## src/rtl/pio_tmr_pkg.sv

```systemverilog
package pio_tmr_pkg;
   localparam int SETUP_W   = 4;
   localparam int PHASE_W   = 6;
   localparam int WORD_W    = 32;
   localparam int F_SET_LSB = 28;
   localparam int F_ACT_LSB = 22;
   localparam int F_REC_LSB = 16;
   localparam int B_MON     = 8;
   localparam int B_IRQEN   = 6;
   localparam int B_WDEN    = 5;
   localparam int B_TMO     = 4;
   localparam int B_TRI     = 1;
   localparam int B_RST     = 0;

   typedef enum logic [1:0] {
      PH_IDLE   = 2'd0,
      PH_SETUP  = 2'd1,
      PH_ACTIVE = 2'd2,
      PH_RECOV  = 2'd3
   } phase_e;

   typedef struct packed {
      logic [SETUP_W-1:0] setup;
      logic [PHASE_W-1:0] active;
      logic [PHASE_W-1:0] recov;
      logic               mon;
      logic               irq_en;
      logic               wd_en;
      logic               timeout;
      logic               tristate;
      logic               chan_rst;
   } cfg_t;

   function automatic logic [PHASE_W-1:0] floor_one(input logic [PHASE_W-1:0] c);
      return (c == '0) ? PHASE_W'(1) : c;
   endfunction
endpackage

```

## src/rtl/pio_tmr_regs.sv

```systemverilog
module pio_tmr_regs
   import pio_tmr_pkg::*;
#(
   parameter logic [WORD_W-1:0] RESET_WORD = 32'h6515_0100
) (
   input  logic              clk,
   input  logic              rst_n,
   input  logic              we,
   input  logic [WORD_W-1:0] wdata,
   input  logic              set_tmo,
   output cfg_t              cfg,
   output logic [WORD_W-1:0] rdata
);
   cfg_t cfg_q;

   always_ff @(posedge clk or negedge rst_n) begin
      if (!rst_n) begin
         cfg_q.setup    <= RESET_WORD[F_SET_LSB +: SETUP_W];
         cfg_q.active   <= RESET_WORD[F_ACT_LSB +: PHASE_W];
         cfg_q.recov    <= RESET_WORD[F_REC_LSB +: PHASE_W];
         cfg_q.mon      <= RESET_WORD[B_MON];
         cfg_q.irq_en   <= RESET_WORD[B_IRQEN];
         cfg_q.wd_en    <= RESET_WORD[B_WDEN];
         cfg_q.timeout  <= RESET_WORD[B_TMO];
         cfg_q.tristate <= RESET_WORD[B_TRI];
         cfg_q.chan_rst <= RESET_WORD[B_RST];
      end else begin
         if (we) begin
            cfg_q.setup    <= wdata[F_SET_LSB +: SETUP_W];
            cfg_q.active   <= wdata[F_ACT_LSB +: PHASE_W];
            cfg_q.recov    <= wdata[F_REC_LSB +: PHASE_W];
            cfg_q.mon      <= wdata[B_MON];
            cfg_q.irq_en   <= wdata[B_IRQEN];
            cfg_q.wd_en    <= wdata[B_WDEN];
            cfg_q.tristate <= wdata[B_TRI];
            cfg_q.chan_rst <= wdata[B_RST];
         end
         if (set_tmo)
            cfg_q.timeout <= 1'b1;
         else if (we && wdata[B_TMO])
            cfg_q.timeout <= 1'b0;
      end
   end

   always_comb begin
      rdata = '0;
      rdata[F_SET_LSB +: SETUP_W] = cfg_q.setup;
      rdata[F_ACT_LSB +: PHASE_W] = cfg_q.active;
      rdata[F_REC_LSB +: PHASE_W] = cfg_q.recov;
      rdata[B_MON]   = cfg_q.mon;
      rdata[B_IRQEN] = cfg_q.irq_en;
      rdata[B_WDEN]  = cfg_q.wd_en;
      rdata[B_TMO]   = cfg_q.timeout;
      rdata[B_TRI]   = cfg_q.tristate;
      rdata[B_RST]   = cfg_q.chan_rst;
   end

   assign cfg = cfg_q;

   wire unused_wdata = ^{wdata[15:9], wdata[7], wdata[3:2]};
endmodule

```

## src/rtl/pio_tmr_seq.sv

```systemverilog
module pio_tmr_seq
   import pio_tmr_pkg::*;
(
   input  logic               clk,
   input  logic               rst_n,
   input  logic               req,
   input  logic               req_write,
   input  logic [SETUP_W-1:0] setup_cnt,
   input  logic [PHASE_W-1:0] active_cnt,
   input  logic [PHASE_W-1:0] recov_cnt,
   input  logic               ready_ok,
   output phase_e             phase,
   output logic               is_write,
   output logic               done
);
   phase_e             ph_q;
   logic [PHASE_W-1:0] cnt_q;
   logic [PHASE_W-1:0] lim;
   logic               last;
   logic               leave;

   always_comb begin
      unique case (ph_q)
         PH_SETUP:  lim = floor_one(PHASE_W'(setup_cnt));
         PH_ACTIVE: lim = floor_one(active_cnt);
         default:   lim = floor_one(recov_cnt);
      endcase
      last  = (cnt_q >= lim - PHASE_W'(1));
      leave = last && ((ph_q != PH_ACTIVE) || ready_ok);
   end

   always_ff @(posedge clk or negedge rst_n) begin
      if (!rst_n) begin
         ph_q     <= PH_IDLE;
         cnt_q    <= '0;
         is_write <= 1'b0;
         done     <= 1'b0;
      end else begin
         done <= 1'b0;
         if (ph_q == PH_IDLE) begin
            if (req) begin
               ph_q     <= PH_SETUP;
               cnt_q    <= '0;
               is_write <= req_write;
            end
         end else if (leave) begin
            cnt_q <= '0;
            unique case (ph_q)
               PH_SETUP:  ph_q <= PH_ACTIVE;
               PH_ACTIVE: ph_q <= PH_RECOV;
               default: begin
                  ph_q <= PH_IDLE;
                  done <= 1'b1;
               end
            endcase
         end else if (!last) begin
            cnt_q <= cnt_q + PHASE_W'(1);
         end
      end
   end

   assign phase = ph_q;
endmodule

```

## src/rtl/pio_tmr_wdog.sv

```systemverilog
module pio_tmr_wdog #(
   parameter int LIMIT = 256
) (
   input  logic clk,
   input  logic rst_n,
   input  logic in_active,
   input  logic mon_live,
   input  logic wd_en,
   input  logic iordy,
   output logic expire
);
   localparam int CNT_W = (LIMIT > 2) ? $clog2(LIMIT) : 1;

   logic [CNT_W-1:0] cnt_q;
   logic             counting;

   assign counting = in_active && mon_live && wd_en && !iordy;
   assign expire   = counting && (cnt_q == CNT_W'(LIMIT - 1));

   always_ff @(posedge clk or negedge rst_n) begin
      if (!rst_n)
         cnt_q <= '0;
      else if (counting && !expire)
         cnt_q <= cnt_q + CNT_W'(1);
      else
         cnt_q <= '0;
   end
endmodule

```

## src/rtl/pio_strobe_timer.sv

```systemverilog
module pio_strobe_timer
   import pio_tmr_pkg::*;
#(
   parameter logic [31:0] RESET_WORD = 32'h6515_0100,
   parameter int          WDOG_LIMIT = 256,
   parameter bit          SYNC_IORDY = 1'b0
) (
   input  logic        clk,
   input  logic        rst_n,
   input  logic        cfg_we,
   input  logic [31:0] cfg_wdata,
   output logic [31:0] cfg_rdata,
   input  logic        req,
   input  logic        req_write,
   output logic        busy,
   output logic        done,
   output logic        dev_addr_valid,
   output logic        dev_rd_n,
   output logic        dev_wr_n,
   input  logic        dev_iordy,
   output logic        dev_oe,
   output logic        dev_rst_n,
   output logic        wd_irq
);
   if (WDOG_LIMIT < 2) begin : g_bad_limit
      $error("WDOG_LIMIT must be at least 2");
   end
   if (WORD_W != 32) begin : g_bad_word
      $error("control word must be 32 bits");
   end

   cfg_t   cfg;
   phase_e phase;
   logic   is_write;
   logic   iordy_s;
   logic   mon_live;
   logic   expire;
   logic   strobe;

   if (SYNC_IORDY) begin : g_iordy_sync
      logic [1:0] sync_q;
      always_ff @(posedge clk or negedge rst_n) begin
         if (!rst_n) sync_q <= 2'b11;
         else        sync_q <= {sync_q[0], dev_iordy};
      end
      assign iordy_s = sync_q[1];
   end else begin : g_iordy_direct
      assign iordy_s = dev_iordy;
   end

   assign mon_live = cfg.mon && !cfg.timeout;

   pio_tmr_regs #(.RESET_WORD(RESET_WORD)) u_regs (
      .clk     (clk),
      .rst_n   (rst_n),
      .we      (cfg_we),
      .wdata   (cfg_wdata),
      .set_tmo (expire),
      .cfg     (cfg),
      .rdata   (cfg_rdata)
   );

   pio_tmr_seq u_seq (
      .clk        (clk),
      .rst_n      (rst_n),
      .req        (req),
      .req_write  (req_write),
      .setup_cnt  (cfg.setup),
      .active_cnt (cfg.active),
      .recov_cnt  (cfg.recov),
      .ready_ok   (!(mon_live && !iordy_s)),
      .phase      (phase),
      .is_write   (is_write),
      .done       (done)
   );

   pio_tmr_wdog #(.LIMIT(WDOG_LIMIT)) u_wdog (
      .clk       (clk),
      .rst_n     (rst_n),
      .in_active (phase == PH_ACTIVE),
      .mon_live  (mon_live),
      .wd_en     (cfg.wd_en),
      .iordy     (iordy_s),
      .expire    (expire)
   );

   assign strobe         = (phase == PH_ACTIVE);
   assign busy           = (phase != PH_IDLE);
   assign dev_addr_valid = busy;
   assign dev_rd_n       = !(strobe && !is_write);
   assign dev_wr_n       = !(strobe && is_write);
   assign dev_oe         = !cfg.tristate;
   assign dev_rst_n      = !cfg.chan_rst;
   assign wd_irq         = cfg.timeout && cfg.irq_en;
endmodule

```

## config.mk

```make
export PLATFORM = sky130hd
export DESIGN_NAME = pio_strobe_timer
export DESIGN_NICKNAME = d
export VERILOG_FILES = /design/src/rtl/pio_tmr_pkg.sv /design/src/rtl/pio_tmr_regs.sv /design/src/rtl/pio_tmr_seq.sv /design/src/rtl/pio_tmr_wdog.sv /design/src/rtl/pio_strobe_timer.sv
export SDC_FILE = /design/constraint.sdc
export NUM_CORES = 1
export LEC_CHECK = 0
export BUFFER_PORTS_ARGS = -buffer_cell sky130_fd_sc_hd__buf_2
export CAP_MARGIN = 20
export CORE_MARGIN = 1.5
export CORE_UTILIZATION = 40
export CTS_CLUSTER_SIZE = 10
export DETAILED_ROUTE_END_ITERATION = 16
export PLACE_DENSITY_LB_ADDON = 0.3
export REMOVE_ABC_BUFFERS = 1
export SLEW_MARGIN = 25
export SYNTH_ARGS = -nofsm -noshare
export SYNTH_HDL_FRONTEND = slang
export SYNTH_SLANG_ARGS = --single-unit
export TNS_END_PERCENT = 30
```

## constraint.sdc

```tcl
create_clock -name clk -period 5.9 [get_ports clk]
set_clock_uncertainty 0.2 [all_clocks]
set_input_delay 1.18 -clock clk [delete_from_list [all_inputs] [get_ports clk]]
set_output_delay 1.18 -clock clk [all_outputs]
set_load 0.02 [all_outputs]
```

==> reports/qor.yml <==
min_delay_path_depth: 1
synth_common_cells: "32 x dfrtp_1, 19 x mux2_2, 15 x nand2_1"
cpMostUsedCell: "ha_1"
viasPerCell: 4.93
post_drt_wl_per_cell_um: 12.8
period_needed_ps: 3830
setup-violations-final: 0
path_cells: "inv_1, ha_1, inv_1, a221oi_1, a21o_1, ha_1, nand3_1, xnor2_1, ha_1, nand2_1, o21ai_0, a211o_1, and2_1, a211o_1"
fin_cells: 334
path_clk_slew_ps: 80
antenna_found_initial: 0
ios: 78
synth_top_area_cell: "dfrtp_1"
cts_setup_buffers: 0
slowest_stage: "ha_1"
synth_most_common_cell: "dfrtp_1"
setup_tns_ps: 0
final-seq-area_mm2: 0.00101
ys_warn_count: 0
min_period_over_period_pct: 64.9
yosys-top-cells-area: "dfrtp_1 37%, mux2_2 9.8%, dfstp_2 9.6%"
multi_input_area_mm2: 0.00105
synth_compound_area_share_pct: 9.91
cp.depth: 14
vias: 1648
grt_pass1_vias: 1628
routed_wl_mm: 4.27
synth_edf_count: 0
design.die.area_mm2: 0.00591
synth_top_family_by_area: "simple AND/OR/NAND/NOR gates"
clockRootBuffer: "clkbuf_8"
cts_tree: "done"
hold_start: "u_wdog.cnt_q[0]"
r2r_cells: 14
drv_slew: 0
seq_area_frac_synth_pct: 46.3
p_total_mw: 1.20
start_util_pct: 42.2
place_congestion: 0.758
die_x_um: 76.9
die_h_um: 76.9
reg2reg_setup_slack_ps: 2070
fp-row-count: 26
nFillCells: 488
coreArea_mm2: 0.00517
clock.fmax_mhz: 261
drive_above_1_share_pct: 36.0
dp_hpwl_mm: 3.24
drt_iter0_drc: 45
r2r_start: "u_seq.phase[0]"
ctsHoldBuffers: 0
synthFlopType: "dfrtp_1"
globalRouteOverflowTotal: 0
muxShareOfSynthArea_pct: 11.3
cp_slowest_stage_delay_ps: 490
cp_top_family: "compound AO/OA/AOI/OAI gates"
nNetsFinal: 313
syn_area_mm2: 0.00218
cts_resized: 0
clkLatencyLatePin_ps: 280
ys_seq_elements: 40
maxCapViolCount: 0
cp-end-kind: "flip-flop"
synth_xor_area_share_pct: 4.01
yosys.area_share.simple_pct: 14.2
dp.cells: 326
antennaDiodeCount: 0
yosys.area.top_type_share_pct: 36.7
start_kind: "flip-flop"
finalHoldViolCount: 0
grt_max_degree: 41
rsz0062_at_grt: "no"
grt_pass1_wl_mm: 7.46
synth_area_per_cell_um2: 10.5
cts_buffer_depth: 2
crit_path_max_fanout: 9
htree_levels: 2
status: "finished, final reports clean"
grt_usage_pct: 15.6
power.density_mw_per_mm2: 464
ys_async_sr_fraction_pct: 100
area.growth.synth_to_final_pct: 18.3
min_to: "u_wdog.cnt_q[0]"
tightest_slew_ps: 878
io_buffers: 57
ir_drop_uv: 233
p_leak_nw: 1.29
syn_inst: 208
cts_num_sinks: 40
detail-route-antenna-nets: 0
cts_buffers: 5
crit_buf_inv: 2
drc: 0
criticalPathCategory: "flip-flop to flip-flop"
hold_path_class: "flip-flop to flip-flop"
synth.distinct_cells: 37
firstDrtPassIters: 4
synth_fa_ha_area_share_pct: 6.88
slew_headroom_pct: 41.5
cp_data_arrival_time_ps: 3800
worst_ep_required_time_ps: 5870
worstReg2RegEnd: "u_seq.cnt_q[5]"
per-stage QoR:
| step | util, % | hold slack, ps | setup slack, ps | area (µm²) |
|---|---|---|---|---|
| floorplan | - | 248 | 2470 | 2100 |
| CTS | 49.9 | 305 | 2070 | 2580 |
| global placement | 47.8 | 272 | 2230 | 2470 |
| detailed placement | 47.8 | 293 | 2100 | 2470 |
| finish | 49.9 | 294 | 2070 | 2580 |
| global route | 49.9 | 339 | 1750 | 2580 |
cells in the final DEF (no fill, tap or decap), drive strengths merged, types with 8 or more instances in the layout:
master,count
buf,57
conb,10
dfrtp,32
dfstp,8
ha,12
inv,11
mux2,19
nand2,15
nand3,9
nor2,12
o21ai,8
layer usage:
layer  vias to the layer above  global-route usage (%)  share of wire (%)
met1                       785                    20.2                 45
met5                         -                       0                  0
met3                         2                    4.05                5.2
li1                        812                       -                  -
met4                         0                    3.89               0.61
met2                        49                    25.9                 49
where the power goes:
part / total, mW / leakage [nW] / switching [mW] / internal, mW
Combinational: 0.619 / 0.744 / 0.361 / 0.258
Clock: 0.220 / 0.0552 / 0.0942 / 0.126
Sequential: 0.360 / 0.491 / 0.0387 / 0.321
Total: 1.20 / 1.29 / 0.494 / 0.704
sequential cells by signal, indices dropped and copies added (netlist names):
signal / count
u_regs.cfg: 22
u_wdog.cnt_q: 8
u_seq.phase: 2
u_seq.cnt_q: 6
u_seq.is_write: 1
u_seq.done: 1
worst max-delay path by stage:
| stage | start | end | slack (ps) |
|---|---|---|---|
| final | u_seq.phase[0] | u_seq.cnt_q[5] | 2070 |
| after global placement | u_seq.phase[0] | u_seq.cnt_q[5] | 2230 |
| after floorplan | u_regs.cfg[13] | u_seq.cnt_q[3] | 2470 |
| after detailed placement | u_seq.phase[0] | u_seq.cnt_q[5] | 2100 |
| after CTS | u_seq.phase[0] | u_seq.cnt_q[5] | 2070 |
| after global routing | u_seq.phase[0] | u_seq.cnt_q[4] | 1750 |
layout make-up:
| type | instances | area share [%] |
|---|---|---|
| timing repair buffer | 57 | 11.0 |
| clock inverter | 2 | 1.36 |
| tap | 70 | 3.39 |
| multi-input combinational | 148 | 40.6 |
| inverter | 11 | 1.60 |
| clock buffer | 6 | 2.81 |
| sequential | 40 | 39.1 |
cells by family after synthesis:
family                     after synthesis
and+or+nand+nor                         62
xor gates and xnor gates                10
muxes                                   22
AOI/OAI and AO/OA                       32
DFF                                     40
adders and majority gates               12
buffers and inverters                   29
other                                    1
(Power assumes the default switching activity.)
